<file path="config.mk">
export PLATFORM = sky130hd
export DESIGN_NAME = tip_periph
export DESIGN_NICKNAME = d
export VERILOG_FILES = /design/src/rtl/tip_pkg.sv /design/src/rtl/tip_timer.sv /design/src/rtl/tip_intc.sv /design/src/rtl/tip_periph.sv
export SDC_FILE = /design/constraint.sdc
export NUM_CORES = 1
export LEC_CHECK = 0
export CAP_MARGIN = 20
export CORE_ASPECT_RATIO = 1.2
export CORE_MARGIN = 1.5
export CORE_UTILIZATION = 39
export CTS_CLUSTER_SIZE = 20
export DETAILED_ROUTE_END_ITERATION = 16
export DONT_BUFFER_PORTS = 1
export GPL_ROUTABILITY_DRIVEN = 1
export PLACE_DENSITY = 0.65
export SETUP_SLACK_MARGIN = 0.1
export SYNTH_ARGS = -nofsm -noshare
export SYNTH_HDL_FRONTEND = slang
export SYNTH_HIERARCHICAL = 1
export SYNTH_SLANG_ARGS = --single-unit
</file>
<file path="constraint.sdc">
create_clock -name clk -period 5.89 [get_ports clk]
set_input_delay 1.178 -clock clk [delete_from_list [all_inputs] [get_ports clk]]
set_output_delay 1.178 -clock clk [all_outputs]
set_load 0.05 [all_outputs]
</file>
<file path="src/rtl/tip_pkg.sv">
`timescale 1ns/1ps
package tip_pkg;

    localparam int unsigned WORD_W      = 32;
    localparam int unsigned TIMER1_BIT  = 14;
    localparam int unsigned RX_BIT      = 10;

    typedef enum logic [1:0] {
        SZ_BYTE  = 2'd0,
        SZ_HALF  = 2'd1,
        SZ_WORD  = 2'd2,
        SZ_WORD2 = 2'd3
    } acc_size_e;

    // Merge write data into an existing register according to access size.
    function automatic logic [WORD_W-1:0] merge_sub(
        input logic [WORD_W-1:0] old_v,
        input logic [WORD_W-1:0] new_v,
        input acc_size_e         sz
    );
        logic [WORD_W-1:0] r;
        unique case (sz)
            SZ_BYTE: r = {old_v[WORD_W-1:8],  new_v[7:0]};
            SZ_HALF: r = {old_v[WORD_W-1:16], new_v[15:0]};
            default: r = new_v;
        endcase
        return r;
    endfunction

    // Mask read data to access size.
    function automatic logic [WORD_W-1:0] size_mask(
        input logic [WORD_W-1:0] v,
        input acc_size_e         sz
    );
        logic [WORD_W-1:0] r;
        unique case (sz)
            SZ_BYTE: r = {{(WORD_W-8){1'b0}},  v[7:0]};
            SZ_HALF: r = {{(WORD_W-16){1'b0}}, v[15:0]};
            default: r = v;
        endcase
        return r;
    endfunction

    function automatic logic is_word(input acc_size_e sz);
        return (sz == SZ_WORD) || (sz == SZ_WORD2);
    endfunction

endpackage

</file>
<file path="src/rtl/tip_timer.sv">
`timescale 1ns/1ps
module tip_timer
    import tip_pkg::*;
#(
    parameter int unsigned NREG = 8,
    localparam int unsigned IDXW = $clog2(NREG)
) (
    input  logic              clk,
    input  logic              rst_n,
    input  logic              tick,
    input  logic              wr_en,
    input  logic [IDXW-1:0]   wr_idx,
    input  acc_size_e         wr_size,
    input  logic [WORD_W-1:0] wr_data,
    output logic [WORD_W-1:0] reg_q [NREG],
    output logic              expire
);
    localparam logic [IDXW-1:0] IDX_INIT1 = IDXW'(0);
    localparam logic [IDXW-1:0] IDX_CMP1  = IDXW'(1);
    localparam logic [IDXW-1:0] IDX_CNT1  = IDXW'(4);
    localparam logic [IDXW-1:0] IDX_CNT2  = IDXW'(5);

    logic [WORD_W-1:0] dec_val;
    logic              preload;
    logic              cnt_wr;
    logic              sw_touch;

    always_comb begin
        dec_val  = reg_q[IDX_CNT1] - WORD_W'(1);
        preload  = wr_en && (wr_idx == IDX_INIT1) && is_word(wr_size);
        cnt_wr   = wr_en && (wr_idx == IDX_CNT1);
        sw_touch = preload || cnt_wr;
        expire   = tick && !sw_touch && (dec_val == reg_q[IDX_CMP1]);
    end

    always_ff @(posedge clk) begin
        if (!rst_n) begin
            for (int i = 0; i < NREG; i++) reg_q[i] <= '0;
        end else begin
            for (int i = 0; i < NREG; i++) begin
                if (IDXW'(i) == IDX_CNT1) begin
                    if (preload)
                        reg_q[i] <= wr_data;
                    else if (cnt_wr)
                        reg_q[i] <= merge_sub(reg_q[i], wr_data, wr_size);
                    else if (tick)
                        reg_q[i] <= expire ? reg_q[IDX_INIT1] : dec_val;
                end else if (wr_en && (wr_idx == IDXW'(i))) begin
                    reg_q[i] <= merge_sub(reg_q[i], wr_data, wr_size);
                end
            end
        end
    end


    cnt_step_chk: assert property (@(posedge clk) disable iff (!rst_n)
        (tick && !sw_touch) |=>
            ((reg_q[IDX_CNT1] == $past(reg_q[IDX_CNT1]) - WORD_W'(1)) ||
             (reg_q[IDX_CNT1] == $past(reg_q[IDX_INIT1]))));


    preload_chk: assert property (@(posedge clk) disable iff (!rst_n)
        preload |=> (reg_q[IDX_CNT1] == $past(wr_data)));


    cnt2_idle_chk: assert property (@(posedge clk) disable iff (!rst_n)
        !(wr_en && (wr_idx == IDX_CNT2)) |=> $stable(reg_q[IDX_CNT2]));


    cnt_idle_chk: assert property (@(posedge clk) disable iff (!rst_n)
        (!tick && !sw_touch) |=> $stable(reg_q[IDX_CNT1]));

endmodule

</file>
<file path="src/rtl/tip_intc.sv">
`timescale 1ns/1ps
module tip_intc
    import tip_pkg::*;
#(
    parameter int unsigned NSRC = 18,
    parameter logic [NSRC-1:0] ISR_RESET = NSRC'(1) << RX_BIT
) (
    input  logic              clk,
    input  logic              rst_n,
    input  logic              isr_wr,
    input  logic              imr_wr,
    input  acc_size_e         wr_size,
    input  logic [WORD_W-1:0] wr_data,
    input  logic [NSRC-1:0]   set_vec,
    output logic [NSRC-1:0]   isr_q,
    output logic [NSRC-1:0]   imr_q
);
    logic [WORD_W-1:0] isr_merged;
    logic [WORD_W-1:0] imr_merged;
    logic [NSRC-1:0]   isr_d;
    logic              unused_hi;

    always_comb begin
        isr_merged = merge_sub({{(WORD_W-NSRC){1'b0}}, isr_q}, wr_data, wr_size);
        imr_merged = merge_sub({{(WORD_W-NSRC){1'b0}}, imr_q}, wr_data, wr_size);
        isr_d      = (isr_wr ? isr_merged[NSRC-1:0] : isr_q) | set_vec;
    end

    assign unused_hi = ^{isr_merged[WORD_W-1:NSRC], imr_merged[WORD_W-1:NSRC]};

    always_ff @(posedge clk) begin
        if (!rst_n) begin
            isr_q <= ISR_RESET;
            imr_q <= '0;
        end else begin
            isr_q <= isr_d;
            if (imr_wr) imr_q <= imr_merged[NSRC-1:0];
        end
    end


    set_wins_chk: assert property (@(posedge clk) disable iff (!rst_n)
        (|set_vec) |=> ((isr_q & $past(set_vec)) == $past(set_vec)));


    isr_hold_chk: assert property (@(posedge clk) disable iff (!rst_n)
        (!isr_wr && (set_vec == '0)) |=> $stable(isr_q));


    imr_hold_chk: assert property (@(posedge clk) disable iff (!rst_n)
        !imr_wr |=> $stable(imr_q));

endmodule

</file>
<file path="src/rtl/tip_periph.sv">
`timescale 1ns/1ps
module tip_periph
    import tip_pkg::*;
#(
    parameter int unsigned ADDR_W    = 6,
    parameter int unsigned NSRC      = 18,
    parameter int unsigned CPU_IRQ_W = 8
) (
    input  logic                 clk,
    input  logic                 rst_n,
    input  logic [ADDR_W-1:0]    bus_addr,
    input  logic [1:0]           bus_size,
    input  logic                 bus_we,
    input  logic [31:0]          bus_wdata,
    output logic [31:0]          bus_rdata,
    input  logic                 tick,
    input  logic [NSRC-1:0]      irq_set,
    input  logic                 cpu_ie,
    input  logic [CPU_IRQ_W-1:0] cpu_cause,
    input  logic [CPU_IRQ_W-1:0] cpu_imask,
    output logic                 irq_pending
);
    localparam int unsigned NREG   = 8;
    localparam int unsigned IDXW   = $clog2(NREG);
    localparam int unsigned WIDX_W = ADDR_W - 2;
    localparam logic [WIDX_W-1:0] WIDX_ISR = WIDX_W'(NREG);
    localparam logic [WIDX_W-1:0] WIDX_IMR = WIDX_W'(NREG + 1);

    acc_size_e          sz;
    logic [WIDX_W-1:0]  widx;
    logic               in_timer;
    logic               tmr_wr;
    logic               isr_wr;
    logic               imr_wr;
    logic               expire;
    logic [WORD_W-1:0]  tmr_q [NREG];
    logic [NSRC-1:0]    isr_q;
    logic [NSRC-1:0]    imr_q;
    logic [NSRC-1:0]    set_vec;
    logic [WORD_W-1:0]  raw_rd;
    logic               unused_lsb;

    assign sz         = acc_size_e'(bus_size);
    assign widx       = bus_addr[ADDR_W-1:2];
    assign unused_lsb = ^bus_addr[1:0];
    assign in_timer   = (widx < WIDX_W'(NREG));
    assign tmr_wr     = bus_we && in_timer;
    assign isr_wr     = bus_we && (widx == WIDX_ISR);
    assign imr_wr     = bus_we && (widx == WIDX_IMR);
    assign set_vec    = irq_set | (NSRC'(expire) << TIMER1_BIT);

    tip_timer #(.NREG(NREG)) u_timer (
        .clk     (clk),
        .rst_n   (rst_n),
        .tick    (tick),
        .wr_en   (tmr_wr),
        .wr_idx  (widx[IDXW-1:0]),
        .wr_size (sz),
        .wr_data (bus_wdata),
        .reg_q   (tmr_q),
        .expire  (expire)
    );

    tip_intc #(.NSRC(NSRC)) u_intc (
        .clk     (clk),
        .rst_n   (rst_n),
        .isr_wr  (isr_wr),
        .imr_wr  (imr_wr),
        .wr_size (sz),
        .wr_data (bus_wdata),
        .set_vec (set_vec),
        .isr_q   (isr_q),
        .imr_q   (imr_q)
    );

    always_comb begin
        if (in_timer)
            raw_rd = tmr_q[widx[IDXW-1:0]];
        else if (widx == WIDX_ISR)
            raw_rd = {{(WORD_W-NSRC){1'b0}}, isr_q};
        else if (widx == WIDX_IMR)
            raw_rd = {{(WORD_W-NSRC){1'b0}}, imr_q};
        else
            raw_rd = '0;
        bus_rdata = size_mask(raw_rd, sz);
    end

    assign irq_pending = cpu_ie && (|(cpu_cause & cpu_imask)) && (|(isr_q & imr_q));


    unmapped_rd_chk: assert property (@(posedge clk) disable iff (!rst_n)
        (!in_timer && (widx != WIDX_ISR) && (widx != WIDX_IMR)) |-> (bus_rdata == '0));


    timer_bit_chk: assert property (@(posedge clk) disable iff (!rst_n)
        expire |=> isr_q[TIMER1_BIT]);

endmodule

</file>
==> summary.md <==
| Metric | Value |
|---|---|
| Max capacitance violation total | `0` |
| Filler instances | `4,123` |
| Layout area overhead | `6.29%` |
| LEAKAGE | `5.56 nW` |
| Post-Route Setup TNS | `0 ns` |
| Die X | `191 um` |
| Synth cell types | `77` |
| Post-synthesis mux area share | `0.127` |
| Min-delay worst type | `reg -> reg` |
| Post-Synth Adder-Cell Area | `0.000759` |
| Ordered list of cells on the worst path | `inv_1, ha_1, or4b_1, or4_1, or4b_1, a32o_1, nor3_2, o2111ai_1, nor4_4, buf_4, mux2i_1, o21ai_1` |
| Initial antenna violation count | `1` |
| Top area cells in the synthesized netlist | `dfxtp_1, nand2_1, a21boi_0` |
| CORE AREA | `41,800 um^2` |
| Fin. Hold Viols | `0` |
| CTS tree | `done` |
| Min Hold Slack | `0.464 ns` |
| Switching part of the total | `0.272` |
| VDD IR-drop max | `0.272 mV` |
| Share of cells above drive strength 1 | `0.108` |
| Largest net degree at the start of global routing | `300` |
| Syn avg cell area | `8.62 um^2` |
| Initial DRC count | `1,101` |
| Slowest-stage cell, CP | `or4_1` |
| GR Util All Layers | `0.235` |
| NetSw | `1.30 mW` |
| Highest cell delay on the worst timing path | `0.71 ns` |
| CTS Buffer Depth | `3` |
| Final Instance Count excl. Fillers | `2,359` |
| Power density cells | `273 nW/um^2` |
| H-tree levels | `1` |
| Comb pwr share | `0.138` |
| WL final | `52.3 mm` |
| Max Freq | `199 MHz` |
| Syn nets | `1,993` |
| Status | `finished, final reports clean` |
| Part of the power in the clock network | `0.423` |
| Clk pin slew, worst setup/hold paths | `0.06 ns` |
| Period utilization | `0.854` |
| ANT cells | `0` |
| HPWL after DPL | `35.1 mm` |
| #FFs+latches synth | `292` |
| Clock Latency Late Sink | `0.60 ns` |
| CP endpoint kind | `flip-flop` |
| Simple-Gate Fraction of Synth Area | `0.215` |
| Final setup viols | `0` |
| Syn Inst Count | `1,913` |
| Final GP Congestion | `0.923` |
| Int Pwr | `3.49 mW` |
| Worst Skew | `0.0275 ns` |
| Startpoint types | `flip-flop` |
| CTS Hold Bufs | `0` |
| I/O pins | `112` |
| Largest family of logic cells by synthesized area | `compound AO/OA/AOI/OAI gates` |
| Clk sinks | `292` |
| Cell mode on critical path | `or4b_1` |
| DP Cell Count | `2,303` |
| # rows | `82` |
| Die area | `43,500 um^2` |
| Crit path max fanout | `19` |
| Relative slew slack | `0.225` |
| WP data required | `6.33 ns` |
| Post-synth top flop | `dfxtp_1` |
| Post-synth top area cell | `dfxtp_1` |
| DRC viols | `0` |
| Seq/Total Area, Yosys | `0.354` |
| Yosys warning total | `6` |
| EDFF count, synth | `0` |
| Max-slew violations | `0` |
| Die H | `228 um` |
| DR WL/cell | `22.2 um` |
| Setup bufs post-CTS | `0` |
| First-pass GRT wire length | `80.0 mm` |
| Nets | `1,870` |
| XOR/XNOR Fraction of Synth Area | `0.0308` |
| Tmin final | `5.03 ns` |
| Unrepaired setup endpoints after global routing | `false` |
| Vias in the first global route | `13,600` |
| Pre-Repair DR Iteration Count | `5` |
| Vias | `14,200` |
| CTS buffer count | `31` |
| Root buffer cell | `clkbuf_16` |
| Initial Utilization | `0.395` |
| Area share of the largest cell type after synthesis | `0.354` |
| Async set-reset flop share out of synthesis | `0` |
| Sequential Power Share | `0.438` |
| Syn Std Cell Area | `16,500 um^2` |
| Worst Path Arrival | `5.47 ns` |
| # port buffers | `0` |
| WS Path Type | `reg -> reg` |
| Worst-margin pin slew | `1.16 ns` |
| PostCTS Resize Cnt | `0` |
| Vias per Instance | `6.00` |
| Detail Route Antenna Nets | `0` |
| Total congestion overflow | `0` |
| Compound-cell area share of the yosys netlist | `0.219` |
[kinds of logic after synthesis]
family                     Yosys count
and+or+nand+nor                    765
AOI/OAI and AO/OA                  495
DFF                                292
buffers and inverters              183
muxes                              130
xor gates and xnor gates            47
adders and majority gates            1
[power groups by stage]
stage	sequential [mW]	combinational (mW)	clock, mW
floorplan	2.09	0.617	0
CTS	2.10	0.654	2.05
global placement	2.14	0.643	0
detailed placement	2.14	0.650	0
finish	2.10	0.662	2.03
global route	2.11	0.710	2.13
[final timing paths]
kind	start	to	slack, ns	depth (start not counted)
worst min register to register	u_timer/reg_q[178]	u_timer/reg_q[178]	0.46	2
worst min-delay path	u_timer/reg_q[178]	u_timer/reg_q[178]	0.46	2
worst max-delay path	u_timer/reg_q[96]	u_timer/reg_q[121]	0.86	12
worst max register to register	u_timer/reg_q[96]	u_timer/reg_q[121]	0.86	12
[state kept, by name (all words and copies together), names as in the netlist]
name,flops
u_timer/reg_q,256
u_intc/imr_q,18
u_intc/isr_q,18
[synthesized netlist by cell type, types with 18 or more instances]
master and count:
xnor2_1 27, nor3_1 19, clkbuf_1 111, buf_1 20
o21ai_0 102, nand2_1 471, buf_4 20, mux4_2 62
or3_1 30, a21oi_1 19, a22oi_1 18, nor2b_1 26
nor2_1 73, mux2i_1 58, a21boi_0 233, dfxtp_1 292
nand3_1 26
[metrics by stage]
| stage | cell area, um^2 | total power [mW] | worst slack (ns) | utilization |
|---|---|---|---|---|
| global route | 17500 | 4.94 | 0.604 | 0.420 |
| detailed placement | 16500 | 2.79 | 0.764 | 0.395 |
| CTS | 17500 | 4.80 | 0.852 | 0.420 |
| global placement | 16500 | 2.78 | 0.826 | 0.395 |
| finish | 17500 | 4.79 | 0.861 | 0.420 |
| floorplan | 16500 | 2.71 | 1.27 | - |
[per-layer routing]
layer	routed length [um]	track usage
met2	25100	0.390
met1	21600	0.305
met5	13	0
met3	3820	0.0412
met4	1760	0.0844
[placed cells by master, fill, tap and decap left out, drive strengths merged, types with 13 or more instances in the layout]
cell	count
nand2	471
a41oi	24
nor2b	26
nand2b	15
or3	30
clkbuf	47
buf	21
o21ai	112
xor2	13
dfxtp	292
a21boi	234
nand4	13
mux4	62
nor4	19
or4	15
nand3	43
a21oi	19
o21a	15
a22oi	18
nor3	20
mux2i	58
nor2	73
xnor2	27
[final cells by class]
| class | count | area [um^2] | share of cell area |
|---|---|---|---|
| Inverter | 6 | 22.5 | 0.00128 |
| Clock buffer | 47 | 906 | 0.0517 |
| Clock inverter | 9 | 130 | 0.00742 |
| Tap cell | 546 | 683 | 0.0390 |
| Sequential cell | 292 | 5850 | 0.333 |
| Multi-Input combinational cell | 1438 | 9790 | 0.558 |
| Timing Repair Buffer | 21 | 158 | 0.00899 |
[critical path, delay by kind of cell, from the launching register on]
family,cells,cell delay [ns]
adders and majority gates,1,0.32
DFF,1,0.44
buffers and inverters,2,0.50
and+or+nand+nor,5,2.81
AOI/OAI and AO/OA,3,0.58
muxes,1,0.22
Power figures use the tool's default switching activity.
